[src/rtl/rtcr_pkg.sv]
package rtcr_pkg;
  localparam int BYTE_W = 8;
  localparam int IX_ALM_SEC  = 1;
  localparam int IX_ALM_MIN  = 3;
  localparam int IX_ALM_HOUR = 5;
  localparam int IX_RATE  = 10;
  localparam int IX_MODE  = 11;
  localparam int IX_FLAG  = 12;
  localparam int IX_VALID = 13;

  localparam logic [BYTE_W-1:0] RATE_RST  = 8'h26;
  localparam logic [BYTE_W-1:0] MODE_RST  = 8'h02;
  localparam logic [BYTE_W-1:0] VALID_VAL = 8'h80;

  // flag register bit positions
  localparam int FB_IRQ = 7;
  localparam int FB_PER = 6;
  localparam int FB_ALM = 5;
  localparam int FB_UPD = 4;

  // alarm field compare with the two-top-bits wildcard
  function automatic logic alarm_field_hit(input logic [BYTE_W-1:0] alm,
                                           input logic [BYTE_W-1:0] cur);
    return (alm[7:6] == 2'b11) || (alm == cur);
  endfunction
endpackage

[src/rtl/rtcr_ctl_regs.sv]
module rtcr_ctl_regs
  import rtcr_pkg::*;
(
  input  logic              clk,
  input  logic              rst_n,
  input  logic              wr_rate,
  input  logic              wr_mode,
  input  logic [BYTE_W-1:0] wdata,
  input  logic              upd_begin,
  input  logic              upd_done,
  output logic [6:0]        rate_q,
  output logic              uip_q,
  output logic [BYTE_W-1:0] mode_q
);
  logic set_wr;
  assign set_wr = wr_mode && wdata[7];

  always_ff @(posedge clk) begin
    if (!rst_n) begin
      rate_q <= RATE_RST[6:0];
      mode_q <= MODE_RST;
    end else begin
      if (wr_rate) rate_q <= wdata[6:0];             // bit 7 kept apart
      if (wr_mode) mode_q <= set_wr ? (wdata & 8'hEF) : wdata;
    end
  end

  // the SET write wins over any update pulse in the same cycle
  always_ff @(posedge clk) begin
    if (!rst_n)                        uip_q <= 1'b0;
    else if (set_wr || upd_done)       uip_q <= 1'b0;
    else if (upd_begin && !mode_q[7])  uip_q <= 1'b1;
  end
endmodule

[src/rtl/rtcr_alarm_match.sv]
module rtcr_alarm_match
  import rtcr_pkg::*;
(
  input  logic [BYTE_W-1:0] alm_sec,
  input  logic [BYTE_W-1:0] alm_min,
  input  logic [BYTE_W-1:0] alm_hour,
  input  logic [BYTE_W-1:0] cur_sec,
  input  logic [BYTE_W-1:0] cur_min,
  input  logic [BYTE_W-1:0] cur_hour,
  output logic              hit
);
  assign hit = alarm_field_hit(alm_sec, cur_sec) &&
               alarm_field_hit(alm_min, cur_min) &&
               alarm_field_hit(alm_hour, cur_hour);
endmodule

[src/rtl/rtcr_irq_flags.sv]
module rtcr_irq_flags
  import rtcr_pkg::*;
(
  input  logic              clk,
  input  logic              rst_n,
  input  logic              rd_clr,
  input  logic              tick,
  input  logic              upd_done,
  input  logic              alarm_hit,
  input  logic              pie,
  input  logic              aie,
  input  logic              uie,
  output logic [BYTE_W-1:0] flag_q,
  output logic [BYTE_W-1:0] set_mask,
  output logic              irq
);
  logic per_ev, alm_ev, upd_irq_ev, irq_ev;

  assign per_ev     = tick && pie;
  assign alm_ev     = upd_done && aie && alarm_hit;
  assign upd_irq_ev = upd_done && uie;
  assign irq_ev     = per_ev || alm_ev || upd_irq_ev;

  always_comb begin
    set_mask         = '0;
    set_mask[FB_IRQ] = irq_ev;
    set_mask[FB_PER] = per_ev;
    set_mask[FB_ALM] = alm_ev;
    set_mask[FB_UPD] = upd_done;
  end

  // the read clears first, then same-cycle events are merged in
  always_ff @(posedge clk) begin
    if (!rst_n) begin
      flag_q <= '0;
      irq    <= 1'b0;
    end else begin
      flag_q <= (rd_clr ? '0 : flag_q) | set_mask;
      irq    <= (rd_clr ? 1'b0 : irq) | irq_ev;
    end
  end
endmodule

[src/rtl/clock_regfile.sv]
module clock_regfile
  import rtcr_pkg::*;
#(
  parameter int IDXW = 7
) (
  input  logic              clk,
  input  logic              rst_n,
  input  logic              bus_we,
  input  logic              bus_re,
  input  logic              bus_addr,
  input  logic [7:0]        bus_wdata,
  output logic [7:0]        bus_rdata,
  input  logic              tick_periodic,
  input  logic              upd_begin,
  input  logic              upd_done,
  input  logic [7:0]        cur_sec,
  input  logic [7:0]        cur_min,
  input  logic [7:0]        cur_hour,
  output logic [3:0]        rate_sel,
  output logic [2:0]        osc_sel,
  output logic              hold_set,
  output logic              per_ie,
  output logic              alm_ie,
  output logic              upd_ie,
  output logic              sqw_en,
  output logic              bin_mode,
  output logic              hr24,
  output logic              irq
);
  localparam int DEPTH = 1 << IDXW;

  logic [IDXW-1:0]   idx_q;
  logic [BYTE_W-1:0] store [DEPTH];
  logic              data_wr, is_rate, is_mode, is_flag, is_valid, is_ctl;
  logic              wr_rate, wr_mode;
  logic              flag_rd_stb, set_wr_stb, alarm_hit;
  logic [6:0]        rate_q;
  logic              uip_q;
  logic [BYTE_W-1:0] mode_q, flag_q, flag_set;

  // index port
  always_ff @(posedge clk) begin
    if (!rst_n)                   idx_q <= '0;
    else if (bus_we && !bus_addr) idx_q <= bus_wdata[IDXW-1:0];
  end

  assign data_wr  = bus_we && bus_addr;
  assign is_rate  = (idx_q == IDXW'(IX_RATE));
  assign is_mode  = (idx_q == IDXW'(IX_MODE));
  assign is_flag  = (idx_q == IDXW'(IX_FLAG));
  assign is_valid = (idx_q == IDXW'(IX_VALID));
  assign is_ctl   = is_rate || is_mode || is_flag || is_valid;
  assign wr_rate  = data_wr && is_rate;
  assign wr_mode  = data_wr && is_mode;
  assign set_wr_stb  = wr_mode && bus_wdata[7];
  assign flag_rd_stb = bus_re && bus_addr && is_flag;

  // plain storage; R4: flag and validity indices never written
  always_ff @(posedge clk) begin
    if (data_wr && !is_ctl) store[idx_q] <= bus_wdata;
  end

  rtcr_ctl_regs u_ctl (
    .clk(clk), .rst_n(rst_n), .wr_rate(wr_rate), .wr_mode(wr_mode),
    .wdata(bus_wdata), .upd_begin(upd_begin), .upd_done(upd_done),
    .rate_q(rate_q), .uip_q(uip_q), .mode_q(mode_q)
  );

  rtcr_alarm_match u_alm (
    .alm_sec(store[IX_ALM_SEC]), .alm_min(store[IX_ALM_MIN]),
    .alm_hour(store[IX_ALM_HOUR]), .cur_sec(cur_sec), .cur_min(cur_min),
    .cur_hour(cur_hour), .hit(alarm_hit)
  );

  rtcr_irq_flags u_flg (
    .clk(clk), .rst_n(rst_n), .rd_clr(flag_rd_stb), .tick(tick_periodic),
    .upd_done(upd_done), .alarm_hit(alarm_hit), .pie(mode_q[6]),
    .aie(mode_q[5]), .uie(mode_q[4]), .flag_q(flag_q), .set_mask(flag_set),
    .irq(irq)
  );

  // read mux
  always_comb begin
    if (!bus_addr)     bus_rdata = 8'hFF;
    else if (is_rate)  bus_rdata = {uip_q, rate_q};
    else if (is_mode)  bus_rdata = mode_q;
    else if (is_flag)  bus_rdata = flag_q;
    else if (is_valid) bus_rdata = VALID_VAL;
    else               bus_rdata = store[idx_q];
  end

  // control outputs
  assign rate_sel = rate_q[3:0];
  assign osc_sel  = rate_q[6:4];
  assign hold_set = mode_q[7];
  assign per_ie   = mode_q[6];
  assign alm_ie   = mode_q[5];
  assign upd_ie   = mode_q[4];
  assign sqw_en   = mode_q[3];
  assign bin_mode = mode_q[2];
  assign hr24     = mode_q[1];
endmodule

[config.mk]
export PLATFORM = sky130hd
export DESIGN_NAME = clock_regfile
export DESIGN_NICKNAME = d
export VERILOG_FILES = /design/src/rtl/rtcr_pkg.sv /design/src/rtl/rtcr_ctl_regs.sv /design/src/rtl/rtcr_alarm_match.sv /design/src/rtl/rtcr_irq_flags.sv /design/src/rtl/clock_regfile.sv
export SDC_FILE = /design/constraint.sdc
export NUM_CORES = 1
export LEC_CHECK = 0
export BUFFER_PORTS_ARGS = -buffer_cell sky130_fd_sc_hd__clkbuf_2
export CORE_UTILIZATION = 30
export DETAILED_ROUTE_END_ITERATION = 10
export SLEW_MARGIN = 10
export SYNTH_ARGS = -nofsm -noshare
export SYNTH_HDL_FRONTEND = slang
export SYNTH_HIERARCHICAL = 1
export SYNTH_SLANG_ARGS = --single-unit
[constraint.sdc]
create_clock -name clk -period 2.8 [get_ports clk]
set_clock_uncertainty 0.15 [all_clocks]
set_input_delay 0.84 -clock clk [delete_from_list [all_inputs] [get_ports clk]]
set_output_delay 0.84 -clock clk [all_outputs]
set_load 0.01 [all_outputs]
==> results of run 1 <==
## worst paths after layout
check	endpoint	slack (ps)	start
setup / recovery	bus_rdata[2]	-1330	flip-flop
hold / removal	u_flg/flag_q[6]	300	tick_periodic
setup reg to reg	store[83][2]	350	idx_q[0]
hold reg to reg	u_flg/flag_q[4]	350	u_flg/flag_q[4]
## flip-flops by register name (all words and copies together) (netlist names), named ones only
| register | cells |
|---|---|
| u_ctl/rate_q | 7 |
| idx_q | 7 |
| u_flg/irq | 1 |
| u_ctl/uip_q | 1 |
| u_flg/flag_q | 4 |
| store | 1024 |
| u_ctl/mode_q | 8 |
## stage by stage
stage / setup TNS [ps] / worst slack (ps) / power [mW] / utilization, % / cell area [um2]
detailed placement: -6830 / -899 / 19.6 / 34.5 / 47600
global placement: -7060 / -1030 / 19.6 / 34.5 / 47600
floorplan: -270 / -58.6 / 18.7 / - / 42300
finish: -10420 / -1330 / 32.9 / 37.2 / 51400
CTS: -10600 / -1340 / 33.1 / 37.1 / 51300
global route: -11040 / -1410 / 33.8 / 37.2 / 51400
## critical path, stage by stage (launching register included)
cell      delay [ps]
dfxtp_4          410
buf_12           150
buf_12           140
or3b_4           490
buf_12           170
o22ai_1          130
a211oi_2          70
nand2_1          180
nand4_1          240
o21ai_2          300
clkbuf_2         180
## cell type report
class | instances | area share, %
sequential | 1059 | 61.2
tap | 1863 | 4.53
multi-input combinational | 1082 | 19.7
clock inverter | 62 | 1.10
timing repair buffer | 469 | 8.22
inverter | 4 | 0.0292
clock buffer | 129 | 5.24
## per-layer routing
layer / global-route usage (%) / vias up / wire (um)
met5: 0 / - / 0
met4: 3.97 / 0 / 2140
met3: 1.74 / 135 / 6270
met2: 23.6 / 730 / 49700
met1: 21.0 / 11800 / 47400
li1: - / 9982 / -
## power by group through the flow
| stage | Sequential (mW) | Combinational (mW) | Clock (mW) |
|---|---|---|---|
| final | 17.5 | 1.93 | 13.5 |
| after floorplan | 17.8 | 0.883 | 0 |
| after global routing | 17.5 | 2.04 | 14.3 |
| after CTS | 17.5 | 1.92 | 13.7 |
| after global placement | 17.8 | 1.82 | 0 |
| after detailed placement | 17.8 | 1.83 | 0 |
## what timing repair did
item	in CTS	in global routing
resized for setup	40	20
setup endpoints to repair	8	8
buffers inserted	10	2
pin swaps	8	6
cloned	2	1
==> qor.yml, run 1 <==
status:
  status: "finished, violations left"
  violations: "setup timing"
final_layout:
  insertedDiodeCount: 0
  area_delta_synth_final_pct: 22.6
  final_common_cell: "edfxtp_1"
  fin_nets: 2759
  register_area_um2: 31500
  final_cell_mix: "edfxtp_1 (1,024), buf_4 (345), mux2i_1 (240), nor2_1 (144), mux4_2 (143)"
  finalNonFillerCells: 4668
  multi_input_area_um2: 10100
  drive_gt1_share_pct: 29.9
  n_fill_cell: 12700
floorplan:
  core_area_um2: 138000
  die_x_um: 376
  die_area_um2: 141000
  io_pins: 63
  start_util_pct: 30.4
  die_y_um: 376
  rows: 136
placed_design:
  port_buffers: 62
  hpwl_um: 70200
  place_inst: 4462
  finalWeightedCongestion: 0.866
critical_path:
  arrival_ps: 3140
  end_kind: "output port"
  cp_max_fo: 10
  critPathRequiredTime_ps: 1810
  critPathLaunchType: "flip-flop"
  crit_type: "reg -> out"
  rr_worst_depth: 9
timing:
  final-hold-violation-count: 0
  hold_slack_ps: 302
  setup_viol: 8
  clock.fmax_ghz: 0.242
  rsz0062_at_grt: "yes"
  final_max_slew_viol_count: 0
  fin_ws_ps: -1330
  relSlewSlack_pct: 53.1
  finalCriticalPeriod_ps: 4130
  tightest_slew_ps: 703
  period_share_pct: 148
global_routing:
  grt_pass1_wl_um: 154000
  grt_pass1_vias: 22800
  antenna_found_initial: 0
  grt_max_degree: 71
  grt.total_usage_pct: 14.7
  gr-total-overflow: 0
power:
  p_leak_nw: 16.4
  vdd_drop_max_uv: 458
  p_per_area_nw_per_um2: 639
  p_comb_share_pct: 5.9
  p_sw_mw: 7.07
  clkPwrFrac_pct: 41.1
  power.internal_mw: 25.8
  switching_share_pct: 21.5
  power_frac_seq_pct: 53.1
worst_hold_path:
  hold_depth: 3
  min_path_type: "in -> reg"
clocking:
  clkLatencyLatePin_ps: 660
  numCtsBuffers: 103
  cts_tree: "done"
  ctsHoldBuffers: 0
  cts-root-buf: "clkbuf_16"
  path_clk_slew_ps: 70
  clkSinkCount: 1059
  clock_path_buffers: 3
  htreeDepth: 3
routing:
  vias: 22600
  drt-total-wl_um: 105000
  viasPerCell: 4.85
  dr.pass1.iters: 6
  drc: 0
  first_iter_violations: 2670
  postRouteAntennaNets: 0
  wl_per_cell_um: 22.6
logic_synthesis:
  yosys_warnings: 6
  avgSynthCellArea_um2: 18.7
  netlist_instances: 2243
  synth_area_um2: 41900
flow_run:
  max_cap_viol_count: 0
Power figures use the tool's default switching activity.
==> run 2, diff against run 1 <==
--- a/config.mk
+++ b/config.mk
@@ -8,6 +8,7 @@
 export BUFFER_PORTS_ARGS = -buffer_cell sky130_fd_sc_hd__clkbuf_2
 export CORE_UTILIZATION = 30
 export DETAILED_ROUTE_END_ITERATION = 10
+export PLACE_DENSITY = 0.52
 export SLEW_MARGIN = 10
 export SYNTH_ARGS = -nofsm -noshare
 export SYNTH_HDL_FRONTEND = slang
==> constraint.sdc (replaced) <==
create_clock -name clk -period 2.8 [get_ports clk]
set_clock_uncertainty 0.15 [all_clocks]
set_input_delay 0.84 -clock clk [delete_from_list [all_inputs] [get_ports clk]]
set_output_delay 0.84 -clock clk [all_outputs]
set_load 0.02 [all_outputs]
==> run 2 against run 1 <==
Against the previous run:
- the flow still finishes with violations (setup timing)
- first-iteration DRC count shrank 27%
- clock power grew 5%
- maximum frequency shrank 2.9%
- core utilization grew 0.93 points
- sequential share of layout area shrank 1.5 points
- global-route usage grew 1.3 points
- critical path type unchanged
==> qor.yml, run 2 (synthesized netlist as in run 1, its figures left out) <==
power:
  p_leak_nw: 16.9  # +3.3%
  power_frac_seq_pct: 51.5  # -1.6 points
  switching_share_pct: 21.4  # -0.13 points
  p_total_mw: 33.9  # +3.0%
  p_sw_mw: 7.24  # +2.4%
  vdd_drop_max_uv: 454  # -0.86%
  p_comb_share_pct: 6.4  # +0.5 points
  power.internal_mw: 26.6  # +3.2%
  clkPwrFrac_pct: 42.1  # +1.0 points
  p_per_area_nw_per_um2: 643  # +0.50%
timing:
  finalCriticalPeriod_ps: 4250  # +122 ps
  tightest_slew_ps: 702  # -1.27 ps
  relSlewSlack_pct: 53.2  # +0.085 points
  setup-tns-final_ps: -11170  # -749 ps
  final_max_slew_viol_count: 0  # unchanged
  final-hold-violation-count: 0  # unchanged
  rsz0062_at_grt: "yes"
  period_share_pct: 152  # +4.3 points
  clock.fmax_ghz: 0.235  # -2.9%
  fin_ws_ps: -1450  # -122 ps
  setup_viol: 8  # unchanged
global_routing:
  grt_max_degree: 77  # +8.5%
  grt.total_usage_pct: 16.0  # +1.3 points
  antenna_found_initial: 0  # unchanged
  gr-total-overflow: 0  # unchanged
  grt_pass1_vias: 23700  # +4.1%
  grt_pass1_wl_um: 166000  # +7.3%
status:
  violations: "setup timing"
  status: "finished, violations left"
clocking:
  htreeDepth: 3  # unchanged
  cts-root-buf: "clkbuf_16"
  clkSinkCount: 1059  # unchanged
  cts_tree: "done"
  clock_path_buffers: 3  # unchanged
  numCtsBuffers: 110  # +6.8%
  path_clk_slew_ps: 60  # about the same
  clkLatencyLatePin_ps: 680  # +20 ps
critical_path:
  cp.depth: 11  # +1
  r2r_slack_ps: 470  # +120 ps
  cp_cell_sequence: "buf_12 -> buf_12 -> clkbuf_16 -> or3b_4 -> o22ai_2 -> a211oi_2 -> nand2_2 -> nand4_1 -> buf_4 -> o21ai_2 -> clkbuf_8"
  slowest_delay_ps: 470  # -20 ps
  worst-path-buf-inv: 5  # +1
  critPathLaunchType: "flip-flop"
  crit_top_cell: "buf_12"
  timing.rr.end: "store[117][4]"
  r2r-start: "idx_q[3]"
  critPathRequiredTime_ps: 1810  # about the same
  rr_worst_depth: 8  # -1
  arrival_ps: 3260  # +120 ps
  end_kind: "output port"
  slowest_stage: "or3b_4"
  critPathTopFamily: "simple AND/OR/NAND/NOR gates"
  crit_type: "reg -> out"
  cp_max_fo: 6  # -4
final_layout:
  top_register: "store"
  drive_gt1_share_pct: 32.5  # +2.6 points
  insertedDiodeCount: 0  # unchanged
  largest_reg_flops: 1024  # unchanged
  finalNonFillerCells: 4733  # +1.4%
  final_common_cell: "edfxtp_1"
  reg_top3: "store (1024), u_ctl/mode_q (8)"
  fin_nets: 2821  # +2.2%
  area_delta_synth_final_pct: 25.7
  final_cell_mix: "edfxtp_1 (1,024), buf_4 (379), mux2i_1 (240), mux4_2 (143), nor2_1 (140)"
placed_design:
  place_inst: 4485  # +0.52%
  finalWeightedCongestion: 0.857  # -0.97%
  hpwl_um: 75600  # +7.7%
  port_buffers: 62  # unchanged
floorplan:
  rows: 136  # unchanged
  die_y_um: 376  # unchanged
  die_x_um: 376  # unchanged
  core_area_um2: 138000  # unchanged
  start_util_pct: 30.4  # unchanged
  io_pins: 63  # unchanged
  die_area_um2: 141000  # unchanged
routing:
  wl_per_cell_um: 24.3  # +7.5%
  dr.pass1.iters: 5  # -1
  drc: 0  # unchanged
  first_iter_violations: 1959  # -27%
  postRouteAntennaNets: 0  # unchanged
  viasPerCell: 4.85  # +0.20%
  drt-total-wl_um: 115000  # +9.0%
  vias: 23000  # +1.6%
worst_hold_path:
  hold_depth: 2  # -1
  hold_start: "u_flg/flag_q[6]"
  min_to: "u_flg/flag_q[6]"
  min_path_type: "reg -> reg"
flow_run:
  max_cap_viol_count: 0  # unchanged
==> run 2: cell types whose count changed in the layout (fill, tap and decap cells not counted), sizes merged <==
cell / before / now
buf: 413 / 464
clkbuf: 183 / 198
clkinv: 45 / 39
bufinv: 8 / 11
bufbuf: 2 / 3
clkinvlp: 4 / 3
inv: 9 / 10
or3b: 2 / 3
==> run 2: how the worst max path moves through the flow <==
stage	start	end	slack (ps)
final	flip-flop	bus_rdata[1]	-1450
after global routing	flip-flop	bus_rdata[3]	-1510
after CTS	flip-flop	bus_rdata[4]	-1480
after detailed placement	flip-flop	bus_rdata[3]	-1020
after global placement	flip-flop	bus_rdata[3]	-1090
after floorplan	flip-flop	bus_rdata[7]	-100
==> run 2: cell type report <==
type / count / area (um2)
Fill cell: 12700 / 85500
Sequential cell: 1059 / 31500
Multi-Input combinational cell: 1083 / 10400
Timing Repair Buffer: 523 / 5010
Clock buffer: 142 / 2890
Tap cell: 1863 / 2330
Clock inverter: 59 / 593
Inverter: 4 / 15.0
==> run 2: stage by stage <==
stage	cell area (um2)	utilization, %	setup slack (ps)	hold WS, ps
floorplan	42300	-	-101	313
global placement	48000	34.7	-1090	326
detailed placement	48000	34.7	-1020	333
CTS	52400	37.9	-1480	303
global route	52700	38.2	-1510	345
finish	52700	38.2	-1450	348
==> run 2: timing repair <==
action / CTS / global route
pin swaps: 32 / 26
hold endpoints to repair: 0 / 0
setup endpoints to repair: 8 / 8
resized for setup: 94 / 36
hold buffers: 0 / 0
cloned: 7 / 5
setup buffers: 28 / 11
==> run 2: power groups by stage <==
stage	Combinational, mW	Clock (mW)	Sequential [mW]
2_1_floorplan	0.907	0	17.8
3_3_place_gp	1.95	0	17.8
3_5_place_dp	1.97	0	17.8
4_1_cts	2.13	14.5	17.5
5_1_grt	2.29	15.1	17.5
6_report	2.17	14.2	17.5
==> run 2: tightest hold or removal path: cells and delay by family (launching register included) <==
family	cells	cell delay, ps
DFF	1	320
and+or+nand+nor	1	80
AOI/OAI and AO/OA	1	50
==> run 2: per-layer routing <==
layer | part of all wire (%) | up-vias | track usage (%)
li1 | - | 10100 | -
met1 | 45 | 12100 | 22.2
met2 | 48 | 649 | 26.2
met3 | 4.9 | 139 | 2.23
met4 | 2.6 | 0 | 4.69
met5 | 0 | - | 0
==> run 3, diff against run 2 <==
==> constraint.sdc (replaced) <==
create_clock -name clk -period 3.7 [get_ports clk]
set_clock_uncertainty 0.15 [all_clocks]
set_input_delay 1.11 -clock clk [delete_from_list [all_inputs] [get_ports clk]]
set_output_delay 1.11 -clock clk [all_outputs]
set_load 0.02 [all_outputs]
==> run 3 against run 2 <==
Against the previous run:
- the run still ends with setup timing left
- critical endpoint is now bus_rdata[5]
- register-to-register slack better by 370 ps
- largest cell class unchanged
- critical path depth decreased by 1
- count of clock-buffer cells in the layout decreased by 3
- global-route usage about the same
- wire length down 0.37%
==> qor.yml, run 3 (synthesized netlist as in run 1, its figures left out) <==
status:
  status: "finished, violations left"
  violations: "setup timing"
final_layout:
  area_delta_synth_final_pct: 23.5
  final_cell_mix: "edfxtp_1 (1,024), buf_4 (238), mux2i_1 (231), mux4_2 (144), nor2_1 (138)"
  post-route-util_pct: 37.5  # -0.67 points
  n_fill_cell: 12700  # +0.22%
  top_register: "store"
  fin_area_um2: 51800  # -1.7%
  finalNonFillerCells: 4588  # -3.1%
  final_common_cell: "edfxtp_1"
  reg_top3: "store (1024), u_ctl/mode_q (8)"
  largest_reg_flops: 1024  # unchanged
  fin_nets: 2677  # -5.1%
  drive_gt1_share_pct: 29.5  # -3.0 points
floorplan:
  io_pins: 63  # unchanged
  start_util_pct: 30.4  # unchanged
  die_x_um: 376  # unchanged
  die_y_um: 376  # unchanged
  die_area_um2: 141000  # unchanged
  core_area_um2: 138000  # unchanged
  rows: 136  # unchanged
routing:
  drt-total-wl_um: 115000  # -0.37%
  drc: 0  # unchanged
  vias: 22600  # -1.7%
  viasPerCell: 4.92  # +1.4%
  wl_per_cell_um: 25.0  # +2.8%
  first_iter_violations: 2198  # +12%
  dr.pass1.iters: 5  # unchanged
  postRouteAntennaNets: 0  # unchanged
timing:
  setup_viol: 8  # unchanged
  rsz0062_at_grt: "yes"
  clock.fmax_ghz: 0.222
  finalCriticalPeriod_ps: 4490
  period_share_pct: 121
  tightest_slew_ps: 931  # +229 ps
  fin_ws_ps: -795  # +659 ps
  final_max_slew_viol_count: 0  # unchanged
  final-hold-violation-count: 0  # unchanged
  relSlewSlack_pct: 37.7  # -15 points
  hold_slack_ps: 350  # +2.48 ps
critical_path:
  slowest_stage: "a2111oi_4"
  cp_cell_sequence: "buf_16 -> nor2b_4 -> buf_16 -> a22oi_1 -> nand3_1 -> nand4_1 -> a2111oi_4 -> buf_4 -> o21ai_2 -> clkbuf_8"
  critPathRequiredTime_ps: 2440  # +630 ps
  crit_top_cell: "buf_16"
  arrival_ps: 3230  # -30 ps
  cp_max_fo: 5  # -1
  slowest_delay_ps: 490  # +20 ps
  critPathTopFamily: "simple AND/OR/NAND/NOR gates"
  worst-path-buf-inv: 4  # -1
  end_kind: "output port"
  crit_type: "reg -> out"
  critPathLaunchType: "flip-flop"
placed_design:
  post-place-ws_ps: -779  # +238 ps
  hpwl_um: 72800  # -3.6%
  port_buffers: 62  # unchanged
  dpl_cell_area_um2: 46500  # -3.0%
  place_inst: 4345  # -3.1%
  finalWeightedCongestion: 0.878  # +2.4%
global_routing:
  antenna_found_initial: 3  # +3
  grt_max_degree: 71  # -7.8%
  grt_pass1_vias: 22900  # -3.6%
  gr-total-overflow: 0  # unchanged
  grt.total_usage_pct: 16.0  # about the same
  grt_pass1_wl_um: 164000  # -1.2%
clocking:
  clock_path_buffers: 3  # unchanged
  cts-root-buf: "clkbuf_16"
  htreeDepth: 3  # unchanged
  clkLatencyLatePin_ps: 720  # +40 ps
  cts_tree: "done"
  clkSinkCount: 1059  # unchanged
  path_clk_slew_ps: 70  # about the same
  numCtsBuffers: 104  # -5.5%
worst_hold_path:
  min_path_type: "reg -> reg"
power:
  p_leak_nw: 16.2  # -4.2%
  p_per_area_nw_per_um2: 499  # -22%
  vdd_drop_max_uv: 407  # -10%
flow_run:
  max_cap_viol_count: 0  # unchanged
[run 3: metrics by stage]
step | total power, mW | setup TNS (ps)
final | 25.8 | -6170
after global routing | 26.5 | -6710
after CTS | 26.0 | -6710
after detailed placement | 14.9 | -2710
after global placement | 14.9 | -2670
after floorplan | 14.1 | 0
[run 3: final timing paths]
kind,end,startpoint,slack (ps),cells past startpoint
worst max-delay path,bus_rdata[5],flip-flop,-790,10
worst min-delay path,u_flg/flag_q[4],u_flg/flag_q[4],350,2
worst max register to register,store[98][0],idx_q[3],840,8
worst min register to register,u_flg/flag_q[4],u_flg/flag_q[4],350,2
[run 3: timing repair]
action                     in CTS  in global routing
hold buffers                    0                  0
setup buffers                  32                  7
gates resized for setup       145                 64
gates cloned                   12                  2
setup endpoints to repair       8                  8
pin swaps                      51                 40
[run 3: worst min-delay path: cells and delay by family, from the launching register on]
kind / cells / cell delay (ps)
compound gates: 1 / 60
flops: 1 / 310
simple gates: 1 / 90
[run 3: cell type report]
class,count,area [um2],share of cell area [%]
clock inverters,54,729,1.41
inverters,4,15.0,0.0290
multi-input cells,1082,10500,20.2
clock buffers,139,2830,5.46
repair buffers,386,3960,7.65
flip-flops and latches,1059,31500,60.7
well taps,1863,2330,4.50
diodes,1,2.50,0.00483
[run 3: power breakdown]
| group | internal, mW | switching, mW |
|---|---|---|
| Sequential | 13.2 | 0.0271 |
| Combinational | 0.684 | 0.962 |
| Clock | 6.38 | 4.59 |
[run 3: layer usage]
| metal | track usage [%] | up-vias | routed length [um] |
|---|---|---|---|
| met5 | 0 | - | 9 |
| met3 | 2.63 | 134 | 6900 |
| met1 | 22.4 | 11900 | 50800 |
| li1 | - | 9850 | - |
| met2 | 25.7 | 754 | 54800 |
| met4 | 4.46 | 2 | 2130 |
